<file path="src/rtl/rom_fsm_pkg.sv">
package rom_fsm_pkg;

  // State codes of the example machine.
  localparam int unsigned ST_IDLE = 0;
  localparam int unsigned ST_ARM  = 1;
  localparam int unsigned ST_RUN  = 2;
  localparam int unsigned ST_DONE = 3;
  localparam int unsigned ST_HOLD = 4;
  localparam int unsigned ST_LAST = 4;

  // Table word for one address: next state in the low state_w bits,
  // output k at bit state_w+k. Input k is address bit state_w+k.
  function automatic logic [31:0] fsm_word(int unsigned addr, int unsigned state_w);
    int unsigned st;
    logic        in0;
    logic        in1;
    int unsigned nxt;
    logic [3:0]  o;
    st  = addr & ((32'd1 << state_w) - 1);
    in0 = ((addr >> state_w) & 1) != 0;
    in1 = ((addr >> (state_w + 1)) & 1) != 0;
    o   = 4'b0000;
    nxt = ST_IDLE;
    case (st)
      ST_IDLE: nxt = in0 ? ST_ARM : ST_IDLE;
      ST_ARM: begin
        o[0] = 1'b1;
        if (in1)       nxt = ST_RUN;
        else if (!in0) nxt = ST_IDLE;
        else           nxt = ST_ARM;
      end
      ST_RUN: begin
        o[1] = 1'b1;
        if (!in1)     nxt = ST_HOLD;
        else if (in0) nxt = ST_DONE;
        else          nxt = ST_RUN;
      end
      ST_HOLD: begin
        o[0] = 1'b1;
        o[1] = 1'b1;
        nxt  = in1 ? ST_RUN : ST_IDLE;
      end
      ST_DONE: begin
        o[2] = 1'b1;
        o[3] = in1;
        nxt  = ST_IDLE;
      end
      default: nxt = ST_IDLE;   // undefined codes fall back to idle
    endcase
    return nxt | (32'(o) << state_w);
  endfunction

endpackage

</file>
<file path="src/rtl/rom_fsm_addr.sv">
module rom_fsm_addr #(
  parameter int unsigned STATE_W = 5,
  parameter int unsigned N_IN    = 2,
  localparam int unsigned ADDR_W = STATE_W + N_IN
) (
  input  logic [STATE_W-1:0] state_i,
  input  logic [N_IN-1:0]    in_i,
  output logic [ADDR_W-1:0]  addr_o
);
  // Inputs take the bits above the state field, in index order.
  assign addr_o = {in_i, state_i};
endmodule

</file>
<file path="src/rtl/rom_fsm_table.sv">
module rom_fsm_table
  import rom_fsm_pkg::*;
#(
  parameter int unsigned STATE_W = 5,
  parameter int unsigned N_IN    = 2,
  parameter int unsigned N_OUT   = 4,
  localparam int unsigned ADDR_W = STATE_W + N_IN,
  localparam int unsigned DEPTH  = 1 << ADDR_W,
  localparam int unsigned WORD_W = STATE_W + N_OUT
) (
  input  logic              clk,
  input  logic              rst,
  input  logic [ADDR_W-1:0] addr_i,
  output logic [WORD_W-1:0] word_o
);
  logic [WORD_W-1:0] table_w [DEPTH];
  logic [WORD_W-1:0] word_q;

  // One constant word per address, computed at elaboration.
  for (genvar a = 0; a < DEPTH; a++) begin : g_entry
    assign table_w[a] = WORD_W'(fsm_word(a, STATE_W));
  end

  // Synchronous read: this register is the machine's state register.
  always_ff @(posedge clk) begin
    if (rst) word_q <= WORD_W'(ST_IDLE);
    else     word_q <= table_w[addr_i];
  end

  assign word_o = word_q;

  assert_reset_word_R1: assert property (@(posedge clk)
    rst |=> (word_o == WORD_W'(ST_IDLE)));

endmodule

</file>
<file path="src/rtl/rom_fsm_engine.sv">
module rom_fsm_engine
  import rom_fsm_pkg::*;
#(
  parameter int unsigned STATE_W = 5,
  parameter int unsigned N_IN    = 2,
  parameter int unsigned N_OUT   = 4,
  localparam int unsigned ADDR_W = STATE_W + N_IN,
  localparam int unsigned WORD_W = STATE_W + N_OUT
) (
  input  logic               clk,
  input  logic               rst,
  input  logic [N_IN-1:0]    in_i,
  output logic [N_OUT-1:0]   out_o,
  output logic [STATE_W-1:0] state_o
);
  logic [ADDR_W-1:0] addr;
  logic [WORD_W-1:0] word;

  rom_fsm_addr #(.STATE_W(STATE_W), .N_IN(N_IN)) u_addr (
    .state_i (state_o),
    .in_i    (in_i),
    .addr_o  (addr)
  );

  rom_fsm_table #(.STATE_W(STATE_W), .N_IN(N_IN), .N_OUT(N_OUT)) u_table (
    .clk    (clk),
    .rst    (rst),
    .addr_i (addr),
    .word_o (word)
  );

  assign state_o = word[STATE_W-1:0];
  assign out_o   = word[WORD_W-1:STATE_W];

  assert_state_legal_R9: assert property (@(posedge clk) disable iff (rst)
    $past(!rst) |-> (state_o <= STATE_W'(ST_LAST)));

  assert_idle_quiet_R3: assert property (@(posedge clk) disable iff (rst)
    (state_o == STATE_W'(ST_IDLE) && !in_i[0]) |=>
      (state_o == STATE_W'(ST_IDLE) && out_o == '0));

  assert_arm_flag_R4: assert property (@(posedge clk) disable iff (rst)
    (state_o == STATE_W'(ST_ARM)) |=> out_o[0]);

  assert_run_drop_R5: assert property (@(posedge clk) disable iff (rst)
    (state_o == STATE_W'(ST_RUN) && !in_i[1]) |=> (state_o == STATE_W'(ST_HOLD)));

  assert_done_return_R7: assert property (@(posedge clk) disable iff (rst)
    (state_o == STATE_W'(ST_DONE)) |=>
      (state_o == STATE_W'(ST_IDLE) && out_o[2] && out_o[3] == $past(in_i[1])));

endmodule

</file>
<file path="config.mk">
export PLATFORM = sky130hd
export DESIGN_NAME = rom_fsm_engine
export DESIGN_NICKNAME = d
export VERILOG_FILES = /design/src/rtl/rom_fsm_pkg.sv /design/src/rtl/rom_fsm_addr.sv /design/src/rtl/rom_fsm_table.sv /design/src/rtl/rom_fsm_engine.sv
export SDC_FILE = /design/constraint.sdc
export NUM_CORES = 1
export LEC_CHECK = 0
export ABC_AREA = 1
export BUFFER_PORTS_ARGS = -buffer_cell sky130_fd_sc_hd__buf_4
export CELL_PAD_IN_SITES_DETAIL_PLACEMENT = 0
export CELL_PAD_IN_SITES_GLOBAL_PLACEMENT = 1
export CORE_AREA = 2 2 39 41
export CTS_CLUSTER_SIZE = 40
export DETAILED_ROUTE_END_ITERATION = 7
export DIE_AREA = 0 0 41 43
export PLACE_DENSITY_LB_ADDON = 0.1
export SLEW_MARGIN = 0
export SYNTH_ARGS = -nofsm -noshare
export SYNTH_HDL_FRONTEND = slang
export SYNTH_SLANG_ARGS = --single-unit
</file>
<file path="constraint.sdc">
create_clock -name clk -period 2.4 [get_ports clk]
set_clock_uncertainty 0.1 [all_clocks]
set_input_delay 0.48 -clock clk [delete_from_list [all_inputs] [get_ports clk]]
set_output_delay 0.48 -clock clk [all_outputs]
set_load 0.1 [all_outputs]
</file>
==> impl_metrics.env, run 1 <==
export IMPL_critPathBufInv=1
export IMPL_clk_path_buf_depth=2
export IMPL_slew_viol_final=0
export IMPL_synth_top_cell_area_share_pct=43.7
export IMPL_p_int_uw=197
export IMPL_via_per_inst=3.65
export IMPL_leakage_uw=0.000230
export IMPL_grt_start_max_net_pins=7
export IMPL_holdBufCountCts=0
export IMPL_worst_ep_arrival_time_ns=1.00
export IMPL_drive_gt1_share_pct=26.8
export IMPL_ys_seq_area_share_pct=43.7
export IMPL_antenna_cells=0
export IMPL_crit_slowest_cell="dfxtp_1"
export IMPL_die_w_um=41
export IMPL_die_area_um2=1760
export IMPL_hold_violations=0
export IMPL_synthTopCellsByArea="dfxtp_1, ha_1, nand2_1, nor2_1, inv_1"
export IMPL_port_buffers=10
export IMPL_cp_cell_sequence="buf_4"
export IMPL_cpLargestDelayFamily="flip-flops"
export IMPL_status="finished, final reports clean"
export IMPL_required_ns=1.82
export IMPL_regArea_um2=140
export IMPL_cp_start_kind="flip-flop"
export IMPL_syn_avg_cell_area_um2=7.45
export IMPL_finish_utilization_pct=31.1
export IMPL_cts_repair_resized=0
export IMPL_placedCellCount=68
export IMPL_cellPowerDensity_nw_per_um2=682
export IMPL_yosysWarningCount=0
export IMPL_core_rowCount=14
export IMPL_dr_pass1_iters=3
export IMPL_grt_use_total_pct=7.85
export IMPL_numCtsBuffers=3
export IMPL_grt_pass1_vias=225
export IMPL_period_share_pct=65.9
export IMPL_num_fill_cells=152
export IMPL_cts_max_level=1
export IMPL_drc=0
export IMPL_path_clk_slew_ns=0.05
export IMPL_clkSinkCount=7
export IMPL_tns_ns=0
export IMPL_vias=263
export IMPL_stdcell_count=72
export IMPL_setup_violations=0
export IMPL_antenna_found_initial=0
export IMPL_coreArea_um2=1380
export IMPL_layout_commonest_cell="nand2_1"
export IMPL_initial_utilization_pct=23.1
export IMPL_fin_nets=65
export IMPL_die_y_um=43
export IMPL_critPathMaxStageDelay_ns=0.42
export IMPL_rsz0062_at_grt="no"
export IMPL_layout_common_cells="nand2_1, buf_4, nor2_1, dfxtp_1, inv_1"
export IMPL_finalCriticalPeriod_ns=1.58
export IMPL_crit_fanout=6
export IMPL_place_congestion=0.684
export IMPL_crit_path_end_kind="primary output"
export IMPL_switching_share_pct=33.0
export IMPL_synth_area_leader_cell="dfxtp_1"
export IMPL_wl_um=568
export IMPL_largest_reg_flops=7
export IMPL_dp_hpwl_um=485
export IMPL_power_frac_seq_pct=41.9
export IMPL_max_cap_violations=0
export IMPL_grt_ovfl_total=0
export IMPL_pwr_share_comb_pct=22.2
export IMPL_area_growth_pct=34.4
export IMPL_p_clk_share_pct=35.8
export IMPL_ys_seq_elements=7
export IMPL_min_path_type="primary input to flip-flop"
export IMPL_switchingPower_uw=96.8
export IMPL_io_pins=13
export IMPL_synthCells=43
export IMPL_clock_latency_ns=0.25
export IMPL_yosys_cell_types_count=9
export IMPL_drtAntennaViolNets=0
export IMPL_fmax_ghz=0.633
export IMPL_multiInputGateArea_um2=143
export IMPL_ir_drop_mv=0.395
export IMPL_syn_area_um2=320
export IMPL_postCtsSetupBuffers=0
export IMPL_routedWlPerCell_um=7.89
export IMPL_clockRootBuffer="clkbuf_4"
export IMPL_cts_tree="done"
export IMPL_drt_iter0_drc=4
export IMPL_grt_pass1_wl_um=883
export IMPL_path_class="flip-flop to primary output"
==> metrics by stage <==
stage | total power, uW | hold slack, ns | worst slack (ns) | area (um2)
2_1_floorplan | 180 | 0.452 | 0.558 | 324
3_3_place_gp | 191 | 0.449 | 1.10 | 404
3_5_place_dp | 191 | 0.460 | 1.09 | 404
4_1_cts | 299 | 0.302 | 0.806 | 430
5_1_grt | 313 | 0.310 | 0.769 | 430
6_report | 294 | 0.306 | 0.819 | 430
==> power groups by stage <==
stage	clock network [uW]	registers [uW]	logic, uW
floorplan	0	151	29.3
global placement	0	125	65.9
detailed placement	0	125	65.5
CTS	110	123	65.5
global route	119	124	69.5
finish	105	123	65.2
==> area by class of cell <==
type / count / area share [%]
inverters: 7 / 6.10
repair buffers: 10 / 17.4
flip-flops and latches: 7 / 32.6
well taps: 16 / 4.65
multi-input cells: 28 / 33.1
clock buffers: 4 / 6.10
==> cell families (layout without fill, tap and decap cells) <==
group                      Yosys count  count (layout)  share of synthesized area, %
and+or+nand+nor                     22              22                          26.6
buffers and inverters                9              21                          12.9
DFF                                  7               7                          43.7
adders and majority gates            4               4                          15.6
other                                1               2                          1.17
==> synth_stat cells <==
master   count
buf_4        2
conb_1       1
dfxtp_1      7
ha_1         4
inv_1        6
inv_2        1
nand2_1     12
nor2_1       9
nor2_2       1
==> per-layer routing <==
metal | routed length, um | part of all wire [%] | up-vias | global-route usage [%]
met2 | 273 | 48 | 9 | 11.9
met5 | 0 | 0 | - | 0
li1 | - | - | 146 | -
met1 | 241 | 42 | 108 | 8.12
met3 | 52 | 9.2 | 0 | 7.85
met4 | 0 | 0 | 0 | 0
==> worst paths after layout <==
| check | slack (ns) | start | cells after the start | endpoint |
|---|---|---|---|---|
| hold / removal | 0.31 | rst | 2 | u_table.word_o[7]$_SDFF_PP0_ |
| setup reg to reg | 1.22 | u_table.word_o[0]$_SDFF_PP0_ | 6 | u_table.word_o[1]$_SDFF_PP0_ |
| hold reg to reg | 0.47 | u_table.word_o[2]$_SDFF_PP0_ | 2 | u_table.word_o[5]$_SDFF_PP0_ |
| setup / recovery | 0.82 | u_table.word_o[2]$_SDFF_PP0_ | 1 | state_o[2] |
Power figures use the tool's default switching activity.
==> run 2: changes to the inputs <==
Clock period 2.4 ns to 1.5 ns, I/O delays scaled along.
==> impl_metrics.env, run 2 (synthesized netlist as in run 1, its figures left out) <==
export IMPL_status="finished, final reports clean"
export IMPL_coreArea_um2=1380
export IMPL_cpLargestDelayFamily="flip-flops"
export IMPL_die_area_um2=1760
export IMPL_dp_hpwl_um=493
export IMPL_die_y_um=43
export IMPL_grt_pass1_vias=256
export IMPL_clkSinkCount=7
export IMPL_stdcell_count=72
export IMPL_slew_viol_final=0
export IMPL_drtAntennaViolNets=0
export IMPL_cp_start_kind="flip-flop"
export IMPL_clk_path_buf_depth=2
export IMPL_cellPowerDensity_nw_per_um2=1100
export IMPL_drc=0
export IMPL_largest_reg_flops=7
export IMPL_port_buffers=10
export IMPL_crit_cells=1
export IMPL_clock_latency_ns=0.25
export IMPL_via_per_inst=3.75
export IMPL_fin_nets=65
export IMPL_grt_start_max_net_pins=7
export IMPL_holdPathStages=2
export IMPL_crit_path_end_kind="primary output"
export IMPL_placedCellCount=68
export IMPL_layout_common_cells="nand2_1, buf_4, nor2_1, inv_1"
export IMPL_leakage_uw=0.000232
export IMPL_antenna_found_initial=0
export IMPL_clockRootBuffer="clkbuf_4"
export IMPL_hold_violations=0
export IMPL_finalCriticalPeriod_ns=1.34
export IMPL_worst_ep_arrival_time_ns=0.94
export IMPL_wl_um=599
export IMPL_crit_slowest_cell="dfxtp_2"
export IMPL_crit_fanout=6
export IMPL_required_ns=1.10
export IMPL_numCtsBuffers=3
export IMPL_path_class="flip-flop to primary output"
export IMPL_grt_pass1_wl_um=1010
export IMPL_cts_max_level=1
export IMPL_postCtsSetupBuffers=0
export IMPL_area_growth_pct=35.5
export IMPL_ir_drop_mv=0.423
export IMPL_critPathBufInv=1
export IMPL_period_share_pct=89.5
export IMPL_die_w_um=41
export IMPL_rsz0062_at_grt="no"
export IMPL_io_pins=13
export IMPL_holdBufCountCts=0
export IMPL_p_total_uw=476
export IMPL_critPathMaxStageDelay_ns=0.38
export IMPL_grt_use_total_pct=9.04
export IMPL_grt_ovfl_total=0
export IMPL_place_congestion=0.677
export IMPL_min_path_type="primary input to flip-flop"
export IMPL_r2r_cells=6
export IMPL_core_rowCount=14
export IMPL_path_clk_slew_ns=0.05
export IMPL_drt_iter0_drc=3
export IMPL_antenna_cells=0
export IMPL_routedWlPerCell_um=8.32
export IMPL_cp_cell_sequence="buf_4"
export IMPL_multiInputGateArea_um2=143
export IMPL_setup_violations=0
export IMPL_dr_pass1_iters=2
export IMPL_regArea_um2=144
export IMPL_max_cap_violations=0
export IMPL_num_fill_cells=162
export IMPL_vias=270
export IMPL_initial_utilization_pct=23.1
export IMPL_layout_commonest_cell="nand2_1"
export IMPL_cts_tree="done"
export IMPL_tns_ns=0
export IMPL_cts_repair_resized=0
export IMPL_fmax_ghz=0.745
export IMPL_drive_gt1_share_pct=32.1
==> run 2: cell count changes in the layout (fill, tap and decap cells not counted) <==
cell,before,now
dfxtp_1,7,4
dfxtp_2,0,3
==> run 2: metrics by stage <==
| step | worst slack (ns) | area [um2] | hold slack, ns | utilization (%) |
|---|---|---|---|---|
| final | 0.158 | 434 | 0.110 | 31.4 |
| after global routing | 0.117 | 434 | 0.116 | 31.4 |
| after CTS | 0.144 | 434 | 0.107 | 31.4 |
| after detailed placement | 0.367 | 408 | 0.377 | 29.5 |
| after global placement | 0.412 | 408 | 0.379 | 29.5 |
| after floorplan | 0.0177 | 328 | 0.272 | - |
==> run 2: worst register-to-register path, stage by stage (launching register included) <==
cell	delay, ns
dfxtp_2	0.36
inv_1	0.07
ha_1	0.29
inv_1	0.05
nand2_1	0.04
nand2_1	0.06
nor2_2	0.03
==> run 2: metal layers <==
metal / part of all wire [%] / global-route usage, % / vias to the layer above
li1: - / - / 143
met1: 44 / 11.3 / 116
met2: 47 / 11.6 / 9
met3: 6.5 / 3.14 / 2
met4: 2.5 / 8.00 / 0
met5: 0 / 0 / -
==> run 2: report_power, final <==
part	leakage [uW]	internal, uW	switching (uW)
logic	0.000159	21.7	81.8
clock network	0.0000150	102	73.5
registers	0.0000582	193	5.16
total	0.000232	316	161
==> run 2: final timing paths <==
path                                     start                            to  slack (ns)
hold / removal                             rst  u_table.word_o[7]$_SDFF_PP0_        0.11
setup / recovery  u_table.word_o[2]$_SDFF_PP0_                    state_o[2]        0.16
hold reg to reg   u_table.word_o[2]$_SDFF_PP0_  u_table.word_o[6]$_SDFF_PP0_        0.43
setup reg to reg  u_table.word_o[0]$_SDFF_PP0_  u_table.word_o[1]$_SDFF_PP0_        0.38
==> run 2: final cells by class <==
class	instances	area share, %
Tap cell	16	4.61
Clock buffer	4	6.05
Sequential cell	7	33.1
Inverter	7	6.05
Timing Repair Buffer	10	17.3
Multi-Input combinational cell	28	32.9
==> run 3: changes to the inputs <==
Settings changed: CELL_PAD_IN_SITES_DETAIL_PLACEMENT 0 to default, CELL_PAD_IN_SITES_GLOBAL_PLACEMENT 1 to default, PLACE_DENSITY_LB_ADDON 0.1 to default.
==> impl_metrics.env, run 3 (synthesized netlist as in run 1, its figures left out) <==
export IMPL_status="finished, final reports clean"
export IMPL_max_cap_violations=0
export IMPL_setup_violations=0
export IMPL_rsz0062_at_grt="no"
export IMPL_drive_gt1_share_pct=32.1
export IMPL_ir_drop_mv=0.415
export IMPL_cts_repair_resized=0
export IMPL_clock_latency_ns=0.25
export IMPL_cts_max_level=1
export IMPL_grt_ovfl_total=0
export IMPL_wl_um=545
export IMPL_area_growth_pct=35.5
export IMPL_crit_fanout=6
export IMPL_period_share_pct=89.2
export IMPL_path_clk_slew_ns=0.05
export IMPL_postCtsSetupBuffers=0
export IMPL_routedWlPerCell_um=7.57
export IMPL_hp_start="rst"
export IMPL_antenna_found_initial=0
export IMPL_grt_use_met1_pct=8.36
export IMPL_layout_commonest_cell="nand2_1"
export IMPL_rr_startpoint="u_table.word_o[0]$_SDFF_PP0_"
export IMPL_required_ns=1.10
export IMPL_layout_common_cells="nand2_1, buf_4, nor2_1, inv_1"
export IMPL_cp_cell_sequence="buf_4"
export IMPL_port_buffers=10
export IMPL_clk_path_buf_depth=2
export IMPL_place_congestion=0.726
export IMPL_drtAntennaViolNets=0
export IMPL_hold_violations=0
export IMPL_r2r_cells=6
export IMPL_min_to="u_table.word_o[7]$_SDFF_PP0_"
export IMPL_gr_max_usage_layer="met2"
export IMPL_vias=262
export IMPL_holdBufCountCts=0
export IMPL_holdPathStages=2
export IMPL_drt_iter0_drc=1
export IMPL_drc=0
export IMPL_critPathMaxStageDelay_ns=0.38
export IMPL_worst_ep_arrival_time_ns=0.94
export IMPL_clockRootBuffer="clkbuf_4"
export IMPL_place_ws_ns=0.385
export IMPL_leakage_uw=0.000232
export IMPL_fmax_ghz=0.747
export IMPL_crit_slowest_cell="dfxtp_2"
export IMPL_grt_use_met3_pct=9.42
export IMPL_worst_slack_ns=0.161
export IMPL_finalCriticalPeriod_ns=1.34
export IMPL_initial_utilization_pct=23.1
export IMPL_path_class="flip-flop to primary output"
export IMPL_crit_path_end_kind="primary output"
export IMPL_grt_start_max_net_pins=7
export IMPL_die_w_um=41
export IMPL_via_per_inst=3.64
export IMPL_cts_tree="done"
export IMPL_core_rowCount=14
export IMPL_numCtsBuffers=3
export IMPL_die_y_um=43
export IMPL_cpLargestDelayFamily="flip-flops"
export IMPL_r2r_slack_ns=0.40
export IMPL_die_area_um2=1760
export IMPL_dr_pass1_iters=2
export IMPL_crit_cells=1
export IMPL_slew_viol_final=0
export IMPL_cellPowerDensity_nw_per_um2=1090
export IMPL_dp_hpwl_um=454
export IMPL_min_path_type="primary input to flip-flop"
export IMPL_io_pins=13
export IMPL_cp_start_kind="flip-flop"
export IMPL_coreArea_um2=1380
export IMPL_grt_pass1_vias=216
export IMPL_fin_nets=65
export IMPL_tns_ns=0
export IMPL_reg2reg_to="u_table.word_o[1]$_SDFF_PP0_"
export IMPL_grt_use_total_pct=8.33
export IMPL_largest_reg_flops=7
export IMPL_critPathBufInv=1
export IMPL_clkSinkCount=7
export IMPL_grt_pass1_wl_um=876
export IMPL_antenna_cells=0
export IMPL_grtUsageMet2_pct=10.3
## run 3: where the power goes
part / internal (uW) / total (uW) / switching (uW)
Sequential: 193 / 198 / 4.99
Clock: 102 / 172 / 70.1
Combinational: 21.4 / 103 / 81.3
Total: 316 / 472 / 156
## run 3: routing by layer
layer  routed length, um  part of all wire [%]  vias to the layer above
li1                    -                     -                      144
met1                 219                    40                      105
met2                 255                    47                       13
met3                  70                    13                        0
met4                   0                     0                        0
met5                   0                     0                        -
## run 3: cell type report
type                    count  area (um2)
multi-input cells          28         143
inverters                   7        26.3
repair buffers             10        75.1
fillers                   166         950
well taps                  16        20.0
flip-flops and latches      7         144
clock buffers               4        26.3
## run 3: worst reg2reg max path: stages, from the launching register on
cell and delay [ns]:
dfxtp_2 0.36, inv_1 0.07, ha_1 0.29, inv_1 0.05, nand2_1 0.04, nand2_1 0.06, nor2_2 0.03
## run 3: how the worst max path moves through the flow
| stage | startpoint | end | slack, ns |
|---|---|---|---|
| finish | u_table.word_o[2]$_SDFF_PP0_ | state_o[2] | 0.16 |
| global route | u_table.word_o[2]$_SDFF_PP0_ | state_o[2] | 0.12 |
| CTS | u_table.word_o[2]$_SDFF_PP0_ | state_o[2] | 0.15 |
| detailed placement | u_table.word_o[0]$_SDFF_PP0_ | u_table.word_o[1]$_SDFF_PP0_ | 0.38 |
| global placement | u_table.word_o[0]$_SDFF_PP0_ | u_table.word_o[1]$_SDFF_PP0_ | 0.41 |
| floorplan | u_table.word_o[0]$_SDFF_PP0_ | u_table.word_o[1]$_SDFF_PP0_ | 0.02 |
## run 3: stage by stage
| step | total power, uW | instance area (um2) | hold slack [ns] | util, % | cells |
|---|---|---|---|---|---|
| after floorplan | 289 | 328 | 0.272 | - | 44 |
| after global placement | 304 | 408 | 0.384 | 29.5 | 68 |
| after detailed placement | 305 | 408 | 0.388 | 29.5 | 68 |
| after CTS | 485 | 434 | 0.115 | 31.4 | 72 |
| after global routing | 510 | 434 | 0.109 | 31.4 | 72 |
| final | 472 | 434 | 0.119 | 31.4 | 72 |
